[src/rtl/dtmf_cls_pkg.sv]
// Shared constants and elaboration-time helpers for the tone classifier.
// Assumes clock rates below about 9 GHz, so longint arithmetic cannot overflow.
package dtmf_cls_pkg;

    localparam int unsigned TONES = 4;

    // Nominal frequency of tone idx in the chosen band
    function automatic int unsigned tone_hz(input bit high_grp, input int unsigned idx);
        int unsigned f;
        if (high_grp) begin
            case (idx)
                0:       f = 1209;
                1:       f = 1336;
                2:       f = 1477;
                default: f = 1633;
            endcase
        end else begin
            case (idx)
                0:       f = 697;
                1:       f = 770;
                2:       f = 852;
                default: f = 941;
            endcase
        end
        return f;
    endfunction

    // Cycle count for frequency f*scale/1000 + off/1000 Hz, rounded down
    function automatic int unsigned period_limit(input longint clk_hz, input int unsigned f_hz,
                                                 input int scale_pm, input int off_mhz);
        longint den;
        den = longint'(f_hz) * longint'(scale_pm) + longint'(off_mhz);
        return int'((clk_hz * 1000) / den);
    endfunction

    // Cycles in a span given in microseconds
    function automatic int unsigned cycles_for_us(input longint clk_hz, input int unsigned us);
        return int'((clk_hz * longint'(us)) / 1000000);
    endfunction

endpackage

[src/rtl/dtmf_edge_sync.sv]
// Brings an asynchronous limited tone into the clock domain and flags its
// rising edges. Assumes the tone is far slower than the clock.
module dtmf_edge_sync #(
    parameter int STAGES = 2
) (
    input  logic clk,
    input  logic rst_n,
    input  logic clr,
    input  logic din,
    output logic rise
);
    logic [STAGES:0] shreg;

    // Shift the input through the synchroniser chain plus one history flop
    always_ff @(posedge clk) begin
        if (!rst_n || clr) begin
            shreg <= '0;
        end else begin
            shreg <= {shreg[STAGES-1:0], din};
        end
    end

    assign rise = shreg[STAGES-1] & ~shreg[STAGES];

endmodule

[src/rtl/dtmf_band_meter.sv]
// Measures the period of one band's tone between rising edges and classifies it.
// A first edge arms the meter. Each later edge yields one period, which must fit
// the loose (+-3.5 %) window of a single tone. After AVG_N such periods the summed
// count must sit inside AVG_N times the accept (+-1.5 % +-2 Hz) window. No edge for
// GAP_CYC cycles disarms the band. Assumes GAP_CYC exceeds every loose upper limit.
module dtmf_band_meter #(
    parameter int unsigned CLK_HZ    = 3579545,
    parameter bit          HIGH_GRP  = 1'b0,
    parameter int unsigned AVG_N     = 6,
    parameter int unsigned GAP_CYC   = 14318
) (
    input  logic       clk,
    input  logic       rst_n,
    input  logic       pwr_down,
    input  logic       rise,
    output logic       band_ok,
    output logic [1:0] band_code
);
    import dtmf_cls_pkg::*;

    localparam int CNT_W = $clog2(GAP_CYC + 1);
    localparam int RUN_W = $clog2(AVG_N);
    localparam int SUM_W = CNT_W + $clog2(AVG_N) + 1;

    logic             armed;
    logic [CNT_W-1:0] cnt;
    logic [RUN_W-1:0] run;
    logic [1:0]       run_idx;
    logic [SUM_W-1:0] sum;
    logic [SUM_W-1:0] sum_new;
    logic [TONES-1:0] in_win;
    logic [TONES-1:0] acc_ok;
    logic [1:0]       idx;
    logic             hit, same, last;

    assign sum_new = sum + SUM_W'(cnt);

    // Per-tone window comparators, limits fixed at elaboration
    for (genvar t = 0; t < TONES; t++) begin : g_tone
        localparam int unsigned F_HZ     = tone_hz(HIGH_GRP, t);
        localparam int unsigned LOOSE_LO = period_limit(CLK_HZ, F_HZ, 1035, 0);
        localparam int unsigned LOOSE_HI = period_limit(CLK_HZ, F_HZ, 965, 0);
        localparam int unsigned ACC_LO   = period_limit(CLK_HZ, F_HZ, 1015, 2000);
        localparam int unsigned ACC_HI   = period_limit(CLK_HZ, F_HZ, 985, -2000);
        assign in_win[t] = (cnt >= CNT_W'(LOOSE_LO)) && (cnt <= CNT_W'(LOOSE_HI));
        assign acc_ok[t] = (sum_new >= SUM_W'(AVG_N * ACC_LO)) &&
                           (sum_new <= SUM_W'(AVG_N * ACC_HI));
    end

    // Encode which tone window the current period falls into
    always_comb begin
        idx = 2'd0;
        for (int t = TONES - 1; t >= 0; t--) begin
            if (in_win[t]) idx = 2'(t);
        end
        hit  = |in_win;
        same = (run == '0) ? (!band_ok || idx == band_code) : (idx == run_idx);
        last = (run == RUN_W'(AVG_N - 1));
    end

    // Period counting, set accumulation, verdict and silence timeout
    always_ff @(posedge clk) begin
        if (!rst_n || pwr_down) begin
            armed     <= 1'b0;
            cnt       <= '0;
            run       <= '0;
            run_idx   <= 2'd0;
            sum       <= '0;
            band_ok   <= 1'b0;
            band_code <= 2'd0;
        end else if (rise) begin
            armed <= 1'b1;
            cnt   <= CNT_W'(1);
            if (armed) begin
                if (!hit) begin
                    run     <= '0;
                    sum     <= '0;
                    band_ok <= 1'b0;
                end else if (!same) begin
                    run     <= RUN_W'(1);
                    sum     <= SUM_W'(cnt);
                    run_idx <= idx;
                    band_ok <= 1'b0;
                end else if (last) begin
                    run     <= '0;
                    sum     <= '0;
                    band_ok <= acc_ok[idx];
                    if (acc_ok[idx]) band_code <= idx;
                end else begin
                    run     <= run + RUN_W'(1);
                    sum     <= sum_new;
                    run_idx <= idx;
                end
            end
        end else if (armed) begin
            if (cnt == CNT_W'(GAP_CYC)) begin
                armed   <= 1'b0;
                run     <= '0;
                sum     <= '0;
                band_ok <= 1'b0;
            end else begin
                cnt <= cnt + CNT_W'(1);
            end
        end
    end

endmodule

[src/rtl/dtmf_pair_classifier.sv]
// Top level: one synchroniser and one period meter per band, combined into a
// pair flag and a {row, col} index. Assumes both inputs are limited square waves.
module dtmf_pair_classifier #(
    parameter int unsigned CLK_HZ    = 3579545,
    parameter int unsigned AVG_N     = 6,
    parameter int unsigned LO_GAP_US = 4000,
    parameter int unsigned HI_GAP_US = 3000
) (
    input  logic       clk,
    input  logic       rst_n,
    input  logic       pwr_down,
    input  logic       low_sq,
    input  logic       high_sq,
    output logic       pair_valid,
    output logic [3:0] key_index
);
    import dtmf_cls_pkg::*;

    localparam int unsigned LO_GAP = cycles_for_us(CLK_HZ, LO_GAP_US);
    localparam int unsigned HI_GAP = cycles_for_us(CLK_HZ, HI_GAP_US);

    logic [1:0] band_in;
    logic [1:0] band_rise;
    logic [1:0] band_ok;
    logic [1:0] band_code [2];

    assign band_in = {high_sq, low_sq};

    // One front end per band; index 0 is the low group
    for (genvar g = 0; g < 2; g++) begin : g_band
        dtmf_edge_sync #(.STAGES(2)) u_sync (
            .clk   (clk),
            .rst_n (rst_n),
            .clr   (pwr_down),
            .din   (band_in[g]),
            .rise  (band_rise[g])
        );
        dtmf_band_meter #(
            .CLK_HZ   (CLK_HZ),
            .HIGH_GRP (g == 1),
            .AVG_N    (AVG_N),
            .GAP_CYC  ((g == 1) ? HI_GAP : LO_GAP)
        ) u_meter (
            .clk       (clk),
            .rst_n     (rst_n),
            .pwr_down  (pwr_down),
            .rise      (band_rise[g]),
            .band_ok   (band_ok[g]),
            .band_code (band_code[g])
        );
    end

    assign pair_valid = band_ok[0] & band_ok[1] & ~pwr_down;
    assign key_index  = {band_code[0], band_code[1]};

endmodule

[config.mk]
export PLATFORM = sky130hd
export DESIGN_NAME = dtmf_pair_classifier
export DESIGN_NICKNAME = d
export VERILOG_FILES = /design/src/rtl/dtmf_cls_pkg.sv /design/src/rtl/dtmf_edge_sync.sv /design/src/rtl/dtmf_band_meter.sv /design/src/rtl/dtmf_pair_classifier.sv
export SDC_FILE = /design/constraint.sdc
export NUM_CORES = 1
export LEC_CHECK = 0
export ABC_AREA = 0
export BUFFER_PORTS_ARGS = -buffer_cell sky130_fd_sc_hd__buf_2
export CORE_MARGIN = 4
export CORE_UTILIZATION = 30
export CTS_BUF_LIST = sky130_fd_sc_hd__clkbuf_8
export DETAILED_ROUTE_END_ITERATION = 8
export GPL_TIMING_DRIVEN = 0
export PLACE_DENSITY = 0.43
export SETUP_SLACK_MARGIN = 0.4
export SYNTH_ARGS = -nofsm -noshare
export SYNTH_HDL_FRONTEND = slang
export SYNTH_SLANG_ARGS = --single-unit
[constraint.sdc]
create_clock -name clk -period 3.8 [get_ports clk]
set_input_delay 1.14 -clock clk [delete_from_list [all_inputs] [get_ports clk]]
set_output_delay 1.14 -clock clk [all_outputs]
set_load 0.02 [all_outputs]
; ---- Word level (Yosys, flattened, before mapping)
; Index checks and enable logic that the tools add are counted.
[word_totals]
register_bits = 88
output_inout_bits = 5
elab_cells = 197
[op_classes]
add_sub_neg = 6
n_lt_le_gt_ge = 34
n_eq_ne = 14
n_mux = 72
bitwise_logic = 9
reduce_logical = 44
[ops]
columns = cell, n
row1 = two-way mux 18 bit, 14
row2 = "greater-or-equal comparator 18 x 15 -> 1 bit, second input constant", 5
row3 = "<= comparator 18 x 15 -> 1 bit, second input constant", 5
row4 = "greater-or-equal comparator 14 x 12 -> 1 bit, second input constant", 6
row5 = "<= comparator 14 x 12 -> 1 bit, second input constant", 5
row6 = "greater-or-equal comparator 18 x 14 -> 1 bit, second input constant", 3
row7 = "<= comparator 18 x 14 -> 1 bit, second input constant", 3
row8 = "<= comparator 14 x 13 -> 1 bit, second input constant", 3
row9 = two-way mux 3 bit, 14
row10 = adder 18 x 14 -> 18 bit, 2
row11 = two-way mux 1 bit, 30
row12 = "adder 14 x 1 -> 14 bit, second input constant", 2
row13 = "equality test 14 bit, second input constant", 2
row14 = "greater-or-equal comparator 14 x 13 -> 1 bit, second input constant", 2
row15 = two-way mux 2 bit, 12
row16 = logical AND 1 bit, 16
row17 = AND reduction 2 bit, 6
row18 = AND reduction 6 bit, 2
row19 = equality test 2 bit, 4
row20 = "!= test 4 bit, second input constant", 2
row21 = AND reduction 4 bit, 2
row22 = nonzero test 2 bit, 4
row23 = OR reduction 4 bit, 2
row24 = "adder 3 x 1 -> 3 bit, second input constant", 2
row25 = other kinds (12), 31

; ---- Longest topological paths before layout
; Gate-level depths: netlist of run 1.
[depth]
depth_word = 13
mapped_depth = 14
ltp_nobuf = 13

; ---- By module
; A second synthesis of run 1 with hierarchy kept.
[hier_totals]
hier_cells = 1017
hier_area_um2 = 7559.8
[by_module_without_submodules]
columns = module, n_inst, cells_each, area_each_um2, seq_area_each_um2
row1 = dtmf_band_meter (g_band[1].u_meter), 1, 498, 3708.6, 820.8
row2 = dtmf_band_meter (g_band[0].u_meter), 1, 504, 3657.3, 820.8
row3 = dtmf_edge_sync, 2, 7, 92.6, 60.1
row4 = dtmf_pair_classifier, 1, 1, 8.8, 0.0

; ---- Worst setup path before layout of run 1
; No wires, ideal clock.
[synth_timing]
path_type = register -> register
startpoint = register g_band[0].u_meter.cnt[0]
endpoint = register g_band[0].u_meter.band_code[0]
setup_ns = 0.115
arrival_ns = 3.211
slack_ns = 0.474
stages_incl_launch_ff = 14
path_buffers = 0
cell_sequence = dfxtp_1 -> ha_1 -> inv_1 -> fa_1 -> and2b_1 -> o21ai_2 -> a2111oi_0 -> nor2_1 -> xnor2_1 -> a2111oi_0 -> a31oi_1 -> o31a_1 -> o31a_1 -> o21a_1
[synth_via]
elab_chain_len = 10
[synth_lines]
columns = element, line_no
row1 = from (decl), dtmf_band_meter.sv:26  ; logic [CNT_W-1:0] cnt;
row2 = from (signal assigned), dtmf_band_meter.sv:102  ; cnt <= cnt + CNT_W'(1);
row3 = branches (longest 10 deep; another with adder 18 x 14 -> 18 bit), --
row4 = to (signal assigned), dtmf_band_meter.sv:88  ; if (acc_ok[idx]) band_code <= idx;
row5 = to (decl), dtmf_band_meter.sv:17  ; output logic [1:0] band_code
; Parallel ways; which one is timed is not known. The select of a mux whose other input is x is not followed.
; A chain may end at the register's enable or synchronous reset.

; ---- Worst setup path after layout of run 1
[layout_timing]
startpoint = register g_band[1].u_meter.cnt[5]
endpoint = register g_band[1].u_meter.band_ok
[layout_via]
elab_chain_len = 13
[layout_lines]
columns = element, line_no
row1 = from (decl), dtmf_band_meter.sv:26
row2 = from (signal assigned), dtmf_band_meter.sv:102
row3 = branches (longest 13 deep; another with adder 18 x 14 -> 18 bit), --
row4 = to (signal assigned), dtmf_band_meter.sv:87  ; band_ok <= acc_ok[idx];
row5 = to (decl), dtmf_band_meter.sv:16  ; output logic band_ok,
; Parallel ways; which one is timed is not known. The select of a mux whose other input is x is not followed.

==> impl_results.md, run 1 <==
* Outcome: complete, no violations
* First-pass GRT wire length at 37900 um
* M3 GR Usage at ~2.7%
* Pins Over Slew Limit at 0
* Worst-Margin Slew at 765 ps
* Starting Density at between 30 and 40%
* Main flop type after synthesis: dfxtp_1
* Crit share post-route at slightly below 90%
* CP max FO at 7
* Initial antenna violation count at 0
* Critical Path RT at 4110 ps
* Worst hold slack at 444 ps
* # IOs at 10
* Net Switching at around 0.43 mW
* Top achievable clock speed at slightly below 300 MHz
* Antenna viol nets, final at 0
* Core Region at between 20000 and 25000 um2
* Diode count at 0
* Area growth, synth to finish at 20.1%
* Fin crit period at 3370 ps
* Register area share after synthesis at a little under a quarter
* Syn_nets at between 900 and 1000
* Cell Rows at 57
* Avg Vias per Cell at 5.48
* Yosys warns at 0
* Top post-synthesis cells by area: dfxtp_1 (24%), ha_1 (6.3%), nor2_1 (4.6%), nand2_1 (4.5%), a21oi_1 (4.1%)
* Post-synth top area cell: dfxtp_1
* R2r startpoint: g_band[1].u_meter.cnt[5]$_SDFFE_PP0P_
* Pwr Density at 182 nW/um2
* Met1 Resource Use GR at between 20 and 30%
* CTS tree: built
* Clock group share of total power at about two fifths
* Worst Hold Depth at 1
* Clock Latency Late Sink at ~380 ps
* Post-synth EDFFs at 0
* CTS root buffer: clkbuf_8
* Fill cells at 2518
* Post-Syn Instances at approximately 950
* Synth top area share at between 20% and 30%
* Die Wd at approximately 170 um
* Setup CP Type: flip-flop to flip-flop
* Grt total ovfl at 0
* GRT met2 Usage at between 20 and 30%
* Full die area at between 20000 and 30000 um2
* Die Y-Extent at around 170 um
* Combinational share of power at 2.2%
* Number of port buffers at 9
* Hold path startpoint: g_band[0].u_sync.shreg[0]$_SDFF_PP0_
* Post-Synthesis Cell Area at approximately 7400 um2
* Type of the tightest min-delay check: flip-flop to flip-flop
* Detailed placement HPWL at between 15000 and 20000 um
* Clock transition at path regs at approximately 100 ps
* Largest net degree at the start of global routing at 17
* RSZ-0062 raised after global routing: yes
* DRC errors left at 0
* WL/cell at roughly 18 um
* Int Pwr at around 1.2 mW
* Fraction of registers with async set/reset at 0%
* Final setup fails at 0
* Reg-to-Reg End: g_band[1].u_meter.band_ok$_SDFFE_PP0P_
* Final setup skew at about 8 ps
* GRT Overall Usage at around 18%
* Sw frac at a little over a quarter
* Share of layout cells above drive strength 1 at between 20% and 30%
* Vias in the first global route at 6793
* Synth cell types at 95
* Static leakage at between 3 and 4 nW
* Register bit total from synthesis at 88
* Htree depth at 3
* Final nets at ~1000
* Hold Path End: g_band[0].u_sync.shreg[1]$_SDFF_PP0_
* Syn Area/Cell at approximately 7.8 um2
* Clock sink total at 88
* Total Wirelength at approximately 24000 um
* Vias post-DR at about 7300
* R2r worst-path depth at 12
* Maximum vdd drop at about 0.12 mV
* Worst R2R Setup Slack at 430 ps
* Grt peak-use layer: met1
* Worst setup EP type: flip-flop
* WP data arrival at 3690 ps
* Crit start category: flip-flop
* Clock Path Buffers at 2
* 1st-iter DRT viols at roughly 560
* Slew HR at approximately half
* Hold_buf cts at 0
* Post-Route Setup TNS at 0 ps
* Num CTS Buffers at 9
* Seq pwr share at between 50% and 60%
* Maxcap violations at 0
* Hold Fails Final Rpt at 0
* Drt first pass iters at 5
* RePlAce Congestion at about 0.84
-- synthesized netlist by cell type, types with 5 or more instances --
| master | instances |
|---|---|
| a2111oi_0 | 6 |
| a211o_1 | 9 |
| a211oi_1 | 11 |
| a21o_1 | 13 |
| a21oi_1 | 61 |
| a22oi_1 | 19 |
| a31oi_1 | 6 |
| and2_1 | 15 |
| and3_1 | 11 |
| and4_1 | 6 |
| buf_2 | 20 |
| clkbuf_1 | 30 |
| dfxtp_1 | 88 |
| ha_1 | 37 |
| inv_1 | 24 |
| mux2_1 | 8 |
| mux2i_1 | 7 |
| nand2_1 | 89 |
| nand2b_1 | 14 |
| nand3_1 | 34 |
| nand3b_1 | 9 |
| nand4_1 | 13 |
| nand4b_1 | 6 |
| nor2_1 | 91 |
| nor2b_1 | 11 |
| nor3_1 | 28 |
| nor3b_1 | 8 |
| nor4_1 | 10 |
| nor4b_1 | 5 |
| o2111ai_1 | 8 |
| o211a_1 | 10 |
| o211ai_1 | 9 |
| o21a_1 | 12 |
| o21ai_0 | 45 |
| o21ai_1 | 9 |
| o21bai_1 | 5 |
| or2_2 | 6 |
| or3_1 | 9 |
| or4_1 | 5 |
| xnor2_1 | 26 |
| xor2_1 | 20 |
-- power by group through the flow --
stage	sequential (mW)	combinational (mW)	clock (mW)
after global routing	0.919	0.0393	0.726
after floorplan	0.945	0.0194	0
after global placement	0.946	0.0356	0
after CTS	0.924	0.0360	0.693
after detailed placement	0.946	0.0357	0
final	0.918	0.0355	0.664
-- per-layer routing --
layer  wire length [um]  share of wire [%]
met5                  0                  0
met4                261                1.1
met3                849                3.5
met2               9900                 41
met1              13100                 54
-- worst max-delay path by stage --
stage                     slack [ps]                                           to  cells after the start                                  start
final                            430       g_band[1].u_meter.band_ok$_SDFFE_PP0P_                     12  g_band[1].u_meter.cnt[5]$_SDFFE_PP0P_
after floorplan                  470  g_band[0].u_meter.band_code[0]$_SDFFE_PP0P_                     13  g_band[0].u_meter.cnt[0]$_SDFFE_PP0P_
after global placement          -180  g_band[0].u_meter.band_code[0]$_SDFFE_PP0P_                     13  g_band[0].u_meter.cnt[0]$_SDFFE_PP0P_
after global routing             360       g_band[1].u_meter.band_ok$_SDFFE_PP0P_                     11  g_band[1].u_meter.cnt[3]$_SDFFE_PP0P_
after CTS                        360  g_band[0].u_meter.band_code[0]$_SDFFE_PP0P_                     12  g_band[0].u_meter.cnt[4]$_SDFFE_PP0P_
after detailed placement        -100  g_band[0].u_meter.band_code[0]$_SDFFE_PP0P_                     13  g_band[0].u_meter.cnt[0]$_SDFFE_PP0P_
-- critical path: stages (launching register included) --
cell	delay [ps]
dfxtp_4	380
ha_1	280
clkbuf_4	190
a21o_1	180
or4_1	390
nor2_1	100
a311o_2	220
and4_4	250
or3b_1	340
a211o_1	270
a311o_1	360
o21ba_4	210
a21oi_1	120
-- state kept, by name (all words and copies together), names as in the netlist --
register                  flops
g_band.u_meter.run            6
g_band.u_meter.cnt           28
g_band.u_meter.band_ok        2
g_band.u_sync.shreg           6
g_band.u_meter.band_code      4
g_band.u_meter.run_idx        4
g_band.u_meter.sum           36
g_band.u_meter.armed          2
-- cell usage in the layout (no fill, tap or decap), types with 12 or more instances in the layout --
cell / count
xnor2_1: 21
inv_1: 21
o21ai_0: 45
clkbuf_1: 27
nor3_1: 25
a21o_1: 12
dfxtp_1: 78
nand2b_1: 14
xor2_1: 19
nand3_1: 33
o21a_1: 12
nor2_1: 88
nand4_1: 13
a21oi_1: 56
buf_4: 35
ha_1: 35
a22oi_1: 19
nand2_1: 83
and2_1: 14
buf_2: 24
-- what timing repair did --
action / in CTS / in global routing
setup endpoints to repair: 40 / 48
resized for setup: 37 / 99
pin swaps: 6 / 34
buffers inserted: 3 / 32
-- through the flow --
step | power, mW | worst slack (ps) | cell area [um2] | utilization [%] | std cells
after floorplan | 0.965 | 474 | 7400 | - | 946
after global placement | 0.981 | -182 | 7850 | 32.3 | 1279
after detailed placement | 0.982 | -104 | 7850 | 32.3 | 1279
after CTS | 1.65 | 365 | 8200 | 33.7 | 1298
after global routing | 1.68 | 358 | 8890 | 36.6 | 1330
final | 1.62 | 427 | 8890 | 36.6 | 1330
-- cell families (layout without fill, tap and decap cells) --
family,after synthesis,in the layout,synth area share (%)
and+or+nand+nor,391,391,28.0
AOI/OAI and AO/OA,287,287,28.9
DFF,88,88,23.8
buffers and inverters,76,136,4.29
xor gates and xnor gates,46,46,5.44
adders and majority gates,39,39,6.79
muxes,19,19,2.77
-- area by class of cell --
cell class / instances / area [um2] / area share [%]
Multi-Input combinational cell: 782 / 5850 / 65.8
Sequential cell: 88 / 1800 / 20.2
Tap cell: 324 / 405 / 4.56
Timing Repair Buffer: 44 / 308 / 3.46
Buffer: 51 / 244 / 2.74
Clock buffer: 10 / 138 / 1.55
Inverter: 25 / 93.8 / 1.06
Clock inverter: 6 / 51.3 / 0.577
(Power assumes the default switching activity.)
==> inputs of run 2 (changes only) <==
Settings changed: CORE_UTILIZATION 30 to 49, HOLD_SLACK_MARGIN from default to 0.05, PLACE_DENSITY 0.43 to 0.63.
Clock period 3.8 ns to 3.97 ns, I/O delays scaled along.
==> impl_results.md, run 2 (synthesis gave the netlist of run 1 again) <==
* Outcome: complete, no violations (unchanged)
* Setup CP Type: flip-flop to flip-flop (unchanged)
* Total Wirelength at 20900 um (was 24100 um)
* Seq pwr share at 56.8% (about the same)
* CP max FO at 8 (was 7)
* DP Worst Slack at 155 ps (was -104 ps)
* Drt first pass iters at 5 (unchanged)
* Area growth, synth to finish at 9.99% (was 20.1%)
* Detailed placement HPWL at 16200 um (was 18300 um)
* Grt peak-use layer: met2 (was met1)
* Worst Hold Depth at 1 (unchanged)
* Top achievable clock speed at 288 MHz (was 296 MHz)
* Met1 Resource Use GR at 29.8% (was 27.6%)
* Sw frac at 24.1% (was 26.5%)
* Crit start category: flip-flop (unchanged)
* Pwr Density at 191 nW/um2 (was 182 nW/um2)
* Number of port buffers at 9 (unchanged)
* GRT Overall Usage at 24.7% (was 17.6%)
* Fin crit period at 3480 ps (was 3370 ps)
* R2r worst-path depth at 11 (was 12)
* Antenna viol nets, final at 0 (unchanged)
* Maxcap violations at 0 (unchanged)
* 1st-iter DRT viols at 542 (was 556)
* Crit share post-route at 87.6% (was 88.8%)
* RePlAce Congestion at 0.896 (was 0.836)
* Cell Rows at 44 (was 57)
* Hold Path End: g_band[0].u_sync.shreg[1]$_SDFF_PP0_ (unchanged)
* Critical Path RT at 4270 ps (was 4110 ps)
* Clock Path Buffers at 2 (unchanged)
* Clock transition at path regs at 100 ps (about the same)
* # IOs at 10 (unchanged)
* Most flops, register: g_band.u_meter.sum (unchanged)
* Worst-Margin Slew at 967 ps (was 765 ps)
* Initial antenna violation count at 0 (unchanged)
* Vias in the first global route at 6627 (was 6793)
* Clock group share of total power at 41.2% (was 41.0%)
* Combinational share of power at 2.1% (was 2.2%)
* Hold path startpoint: g_band[0].u_sync.shreg[0]$_SDFF_PP0_ (unchanged)
* Clock Latency Late Sink at 370 ps (was 380 ps)
* Core Region at 14600 um2 (was 24300 um2)
* Finished Layout Cells at 1161 (was 1330)
* Largest regs: g_band.u_meter.sum x36, g_band.u_meter.cnt x28 (unchanged)
* Final setup fails at 0 (unchanged)
* Diode count at 0 (unchanged)
* R2r startpoint: g_band[0].u_meter.cnt[1]$_SDFFE_PP0P_ (was g_band[1].u_meter.cnt[5]$_SDFFE_PP0P_)
* Num CTS Buffers at 9 (unchanged)
* Worst R2R Setup Slack at 490 ps (was 430 ps)
* Max FFs per register at 36 (unchanged)
* Placed insts at 1139 (was 1279)
* First-pass GRT wire length at 33700 um (was 37900 um)
* Worst setup EP type: flip-flop (unchanged)
* Hold_buf cts at 0 (unchanged)
* M3 GR Usage at 3.17% (was 2.73%)
* Fill cells at 1423 (was 2518)
* Avg Vias per Cell at 6.14 (was 5.48)
* Commonest non-fill, non-tap cell in the layout: nor2_1 (unchanged)
* CTS tree: built (unchanged)
* GRT met2 Usage at 44.1% (was 25.1%)
* Starting Density at 50.6% (was 30.4%)
* Post-Route Setup TNS at 0 ps (unchanged)
* Final nets at 1016 (was 1045)
* Static leakage at 3.15 nW (was 3.35 nW)
* Vias post-DR at 7123 (was 7289)
* Int Pwr at 1.18 mW (was 1.19 mW)
* Pins Over Slew Limit at 0 (unchanged)
* Die Wd at 131 um (was 165 um)
* CTS root buffer: clkbuf_8 (unchanged)
* Share of layout cells above drive strength 1 at 13.2% (was 20.8%)
* Full die area at 17100 um2 (was 27300 um2)
* Type of the tightest min-delay check: flip-flop to flip-flop (unchanged)
* Slew HR at 34.7% (was 49.0%)
* Reg-to-Reg End: g_band[0].u_meter.sum[14]$_SDFFE_PP0P_ (was g_band[1].u_meter.band_ok$_SDFFE_PP0P_)
* Setup slack after layout at 493 ps (was 427 ps)
* WL/cell at 18.0 um (was 18.1 um)
* RSZ-0062 raised after global routing: yes (unchanged)
* Maximum vdd drop at 0.161 mV (was 0.124 mV)
* Htree depth at 3 (unchanged)
* Grt total ovfl at 0 (unchanged)
* Largest net degree at the start of global routing at 16 (was 17)
* WP data arrival at 3770 ps (was 3690 ps)
* Die Y-Extent at 131 um (was 165 um)
* Worst hold slack at 436 ps (was 444 ps)
* Final setup skew at 17.9 ps (was 7.98 ps)
* Clock sink total at 88 (unchanged)
* Net Switching at 0.375 mW (was 0.428 mW)
* Most frequent cells in the layout: nor2_1 (91), nand2_1 (87), dfxtp_1 (79) (was nor2_1 (88), nand2_1 (83), dfxtp_1 (78))
* DRC errors left at 0 (unchanged)
* Hold Fails Final Rpt at 0 (unchanged)
[run 2: cell types whose count changed in the layout (fill, tap and decap cells not counted), moves of 4 or more]
| cell | previous run | this run |
|---|---|---|
| nand2_1 | 83 | 87 |
| buf_4 | 35 | 7 |
| clkbuf_4 | 4 | 0 |
| dfxtp_2 | 1 | 9 |
| buf_2 | 24 | 28 |
| a21oi_1 | 56 | 60 |
| a21oi_2 | 5 | 1 |
| nand2_2 | 6 | 2 |
| dfxtp_4 | 9 | 0 |
[run 2: per-stage QoR]
| stage | area, um2 | total power, mW | util [%] |
|---|---|---|---|
| after floorplan | 7400 | 0.923 | - |
| after global placement | 7680 | 0.937 | 52.4 |
| after detailed placement | 7680 | 0.937 | 52.4 |
| after CTS | 7920 | 1.58 | 54.1 |
| after global routing | 8140 | 1.62 | 55.6 |
| final | 8140 | 1.56 | 55.6 |
[run 2: worst max-delay path by stage]
| stage | startpoint | endpoint |
|---|---|---|
| 2_1_floorplan | g_band[0].u_meter.cnt[0]$_SDFFE_PP0P_ | g_band[0].u_meter.band_code[0]$_SDFFE_PP0P_ |
| 3_3_place_gp | g_band[0].u_meter.cnt[0]$_SDFFE_PP0P_ | g_band[0].u_meter.band_code[0]$_SDFFE_PP0P_ |
| 3_5_place_dp | g_band[0].u_meter.cnt[0]$_SDFFE_PP0P_ | g_band[0].u_meter.band_code[0]$_SDFFE_PP0P_ |
| 4_1_cts | g_band[0].u_meter.cnt[0]$_SDFFE_PP0P_ | g_band[0].u_meter.band_code[0]$_SDFFE_PP0P_ |
| 5_1_grt | g_band[0].u_meter.cnt[1]$_SDFFE_PP0P_ | g_band[0].u_meter.sum[4]$_SDFFE_PP0P_ |
| 6_report | g_band[0].u_meter.cnt[1]$_SDFFE_PP0P_ | g_band[0].u_meter.sum[14]$_SDFFE_PP0P_ |
[run 2: layout make-up]
| cell class | count | area, um2 | area share [%] |
|---|---|---|---|
| inverters | 25 | 93.8 | 1.15 |
| flip-flops and latches | 88 | 1770 | 21.8 |
| multi-input cells | 782 | 5530 | 68.0 |
| repair buffers | 15 | 90.1 | 1.11 |
| well taps | 184 | 230 | 2.83 |
| clock buffers | 9 | 124 | 1.52 |
| clock inverters | 7 | 71.3 | 0.876 |
| plain buffers | 51 | 226 | 2.78 |
[run 2: what timing repair did]
item / CTS / global route
resized for setup: 11 / 40
setup buffers: 0 / 6
setup endpoints to repair: 22 / 41
pin swaps: 0 / 8
[run 2: layer usage]
metal	share of wire (%)	vias up
li1	-	3589
met1	43	3336
met2	50	151
met3	2.9	47
met4	3.6	0
met5	0	-
[run 2: power groups by stage]
stage / clock, mW / combinational (mW) / sequential (mW)
floorplan: 0 / 0.0186 / 0.905
global route: 0.698 / 0.0351 / 0.885
CTS: 0.661 / 0.0319 / 0.885
finish: 0.642 / 0.0320 / 0.885
detailed placement: 0 / 0.0317 / 0.905
global placement: 0 / 0.0319 / 0.905
[run 2: critical path, cell delays in order (launching register included)]
cell     delay (ps)
dfxtp_2         400
inv_1           130
ha_1            250
or3b_1          350
a21oi_1         280
or3_1           220
a21bo_2         320
o31ai_4         350
or2_2           190
nand3_1         230
or4_1           530
a21oi_1         150
==> inputs of run 3 (changes only) <==
Settings changed: SYNTH_HIERARCHICAL from default to 1.
==> impl_results.md, run 3 <==
* Buf+Inv Stages, Crit Path at 1 (unchanged)
* RePlAce Congestion at 0.887 (was 0.896)
* Detailed placement HPWL at 16200 um (about the same)
* Clock Latency Late Sink at 370 ps (about the same)
* Area growth, synth to finish at 18.6% (was 9.99%)
* Hold Fails Final Rpt at 0 (unchanged)
* Type of the tightest min-delay check: flip-flop to flip-flop (unchanged)
* Hold_buf cts at 0 (unchanged)
* Vias post-DR at 7868 (was 7123)
* CP max FO at 10 (was 8)
* CTS tree: built (unchanged)
* Pins Over Slew Limit at 0 (unchanged)
* Cell Rows at 45 (was 44)
* Drt first pass iters at 5 (unchanged)
* Commonest non-fill, non-tap cell in the layout: nor2_1 (unchanged)
* WP data arrival at 3730 ps (was 3770 ps)
* Final setup skew at 12.2 ps (was 17.9 ps)
* Vias in the first global route at 6774 (was 6627)
* Top achievable clock speed at 288 MHz (about the same)
* Die Wd at 132 um (was 131 um)
* Synth cell types at 93 (was 95)
* Outcome: complete, no violations (unchanged)
* Clock transition at path regs at 90 ps (was 100 ps)
* Slew HR at 52.0% (was 34.7%)
* Post-synth top cells: nor2_1 (113), nand2_1 (103), dfxtp_1 (88), a21oi_1 (81), o21ai_0 (56) (was nor2_1 (91), nand2_1 (89), dfxtp_1 (88), a21oi_1 (61), o21ai_0 (45))
* Initial antenna violation count at 0 (unchanged)
* Worst-Margin Slew at 721 ps (was 967 ps)
* Post-synth EDFFs at 0 (unchanged)
* Total Wirelength at 22300 um (was 20900 um)
* Most flops, register: g_band.u_meter/sum (was g_band.u_meter.sum)
* Critical Path RT at 4230 ps (was 4270 ps)
* Setup CP Type: flip-flop to flip-flop (unchanged)
* RSZ-0062 raised after global routing: yes (unchanged)
* Max stage delay cell, worst path: a2111o_1 (was or4_1)
* 1st-iter DRT viols at 677 (was 542)
* Static leakage at 3.46 nW (was 3.15 nW)
* Post-synth top area cell: dfxtp_1 (unchanged)
* First-pass GRT wire length at 35300 um (was 33700 um)
* DRC errors left at 0 (unchanged)
* Fraction of registers with async set/reset at 0% (unchanged)
* Top post-synthesis cells by area: dfxtp_1 (23%), ha_1 (6.1%), nor2_1 (5.6%), a21oi_1 (5.4%), nand2_1 (5.1%) (was dfxtp_1 (24%), ha_1 (6.3%), nor2_1 (4.6%), nand2_1 (4.5%), a21oi_1 (4.1%))
* Maximum vdd drop at 0.211 mV (was 0.161 mV)
* Core Region at 15100 um2 (was 14600 um2)
* # IOs at 10 (unchanged)
* Crit start category: flip-flop (unchanged)
* Worst hold slack at 469 ps (was 436 ps)
* Pwr Density at 172 nW/um2 (was 191 nW/um2)
* CTS root buffer: clkbuf_8 (unchanged)
* Antenna viol nets, final at 0 (unchanged)
* Main flop type after synthesis: dfxtp_1 (unchanged)
* WL/cell at 17.6 um (was 18.0 um)
* Crit share post-route at 87.6% (about the same)
* GRT Overall Usage at 24.1% (was 24.7%)
* Fin crit period at 3480 ps (about the same)
* Synth top area share at 23.3% (was 23.8%)
* Final setup fails at 0 (unchanged)
* Htree depth at 3 (unchanged)
* Grt total ovfl at 0 (unchanged)
* Top-count cell post-synth: nor2_1 (unchanged)
* Num CTS Buffers at 9 (unchanged)
* Starting Density at 49.9% (was 50.6%)
* Full die area at 17500 um2 (was 17100 um2)
* Share of layout cells above drive strength 1 at 19.4% (was 13.2%)
* Max FFs per register at 36 (unchanged)
* Post-Synthesis Cell Area at 7560 um2 (was 7400 um2)
* Maxcap violations at 0 (unchanged)
* Syn_nets at 1061 (was 990)
* Worst setup EP type: flip-flop (unchanged)
* Clock Path Buffers at 2 (unchanged)
* CP cell instances: ha_1 > buf_2 > o211ai_1 > a21o_4 > a21oi_1 > o311a_1 > nor4_1 > o311ai_1 > a211o_1 > a2111o_1 > a21oi_2 > nor3b_2 (was inv_1 > ha_1 > or3b_1 > a21oi_1 > or3_1 > a21bo_2 > o31ai_4 > or2_2 > nand3_1 > or4_1 > a21oi_1)
* Number of port buffers at 9 (unchanged)
* Register area share after synthesis at 23.3% (was 23.8%)
* Crit-path leading delay family: compound AO/OA/AOI/OAI gates (was simple AND/OR/NAND/NOR gates)
* Diode count at 0 (unchanged)
* Slowest cell delay on critical path at 500 ps (was 530 ps)
* Post-Syn Instances at 1017 (was 946)
* Die Y-Extent at 132 um (was 131 um)
* Clock sink total at 88 (unchanged)
* Most frequent cells in the layout: nor2_1 (108), nand2_1 (103), dfxtp_1 (78) (was nor2_1 (91), nand2_1 (87), dfxtp_1 (79))
* Tot Pwr at 1.54 mW (was 1.56 mW)
* Largest net degree at the start of global routing at 15 (was 16)
* Final nets at 1122 (was 1016)
* Avg Vias per Cell at 6.20 (was 6.14)
* Largest regs: g_band.u_meter/sum x36, g_band.u_meter/cnt x28 (was g_band.u_meter.sum x36, g_band.u_meter.cnt x28)
* Register bit total from synthesis at 88 (unchanged)
* Syn Area/Cell at 7.43 um2 (was 7.83 um2)
* Yosys warns at 6 (was 0)
run 3: cell types whose count changed after synthesis, moves of 9 or more:
| cell | delta |
|---|---|
| nand3_1 | -14 |
| buf_2 | -9 |
| clkbuf_1 | +14 |
| a21oi_1 | +20 |
| nand2_1 | +14 |
| a22oi_1 | -10 |
| nor2_1 | +22 |
| or3_1 | +12 |
| o21ai_0 | +11 |
run 3: cell families after synthesis:
logic type / synth area share (%)
simple gates: 31.8
compound gates: 26.5
flops: 23.3
buf+inv: 5.00
xor+xnor: 5.45
fa+ha+maj: 6.65
mux: 1.32
run 3: worst reg2reg max path, cell delays in order (launching register included):
cell	delay [ps]
dfxtp_1	440
ha_1	280
buf_2	190
o211ai_1	290
a21o_4	170
a21oi_1	100
o311a_1	360
nor4_1	310
o311ai_1	150
a211o_1	350
a2111o_1	500
a21oi_2	180
nor3b_2	60
run 3: final cells by class:
cell class              instances  area, um2
fillers                      1365       6180
multi-input cells             842       6000
flip-flops and latches         88       1780
repair buffers                 50        364
plain buffers                  61        305
well taps                     188        235
clock buffers                   9        124
inverters                      26        101
clock inverters                 5       58.8
run 3: timing repair:
item	in CTS	in global routing
setup endpoints to repair	11	37
gates resized for setup	42	103
buffers inserted	10	31
pin swaps	9	34
run 3: worst paths after layout:
kind                                                            start                                          end  slack (ps)  depth (start not counted)
worst max-delay path            g_band[0].u_meter/cnt[3]$_SDFFE_PP0P_  g_band[0].u_meter/band_code[0]$_SDFFE_PP0P_         490                         12
worst min-delay path            g_band[0].u_meter/sum[7]$_SDFFE_PP0P_        g_band[0].u_meter/sum[7]$_SDFFE_PP0P_         470                          2
worst max register to register  g_band[0].u_meter/cnt[3]$_SDFFE_PP0P_  g_band[0].u_meter/band_code[0]$_SDFFE_PP0P_         490                         12
worst min register to register  g_band[0].u_meter/sum[7]$_SDFFE_PP0P_        g_band[0].u_meter/sum[7]$_SDFFE_PP0P_         470                          2
run 3: per-stage QoR:
stage / instance area (um2) / util (%) / cells / setup slack, ps / TNS (ps)
3_5_place_dp: 7840 / 51.8 / 1214 / -184 / -444
2_1_floorplan: 7560 / - / 1017 / 634 / 0
4_1_cts: 8300 / 54.8 / 1238 / 400 / 0
6_report: 8970 / 59.2 / 1269 / 493 / 0
3_3_place_gp: 7840 / 51.8 / 1214 / -145 / -349
5_1_grt: 8970 / 59.2 / 1269 / 360 / 0
run 3: power breakdown:
group          internal [mW]  switching (mW)
Sequential             0.881        0.000900
Clock                  0.285           0.340
Combinational        0.00863          0.0233
Total                   1.17           0.364
run 3: routing by layer:
metal  wire length (um)  track usage (%)  part of all wire, %  vias to the layer above
met2               9330             33.8                   42                      233
met4                204             5.66                 0.91                        0
met1              11200             38.4                   50                     3745
met3               1530             3.47                  6.9                       18
li1                   -                -                    -                     3872
met5                  0                0                    0                        -
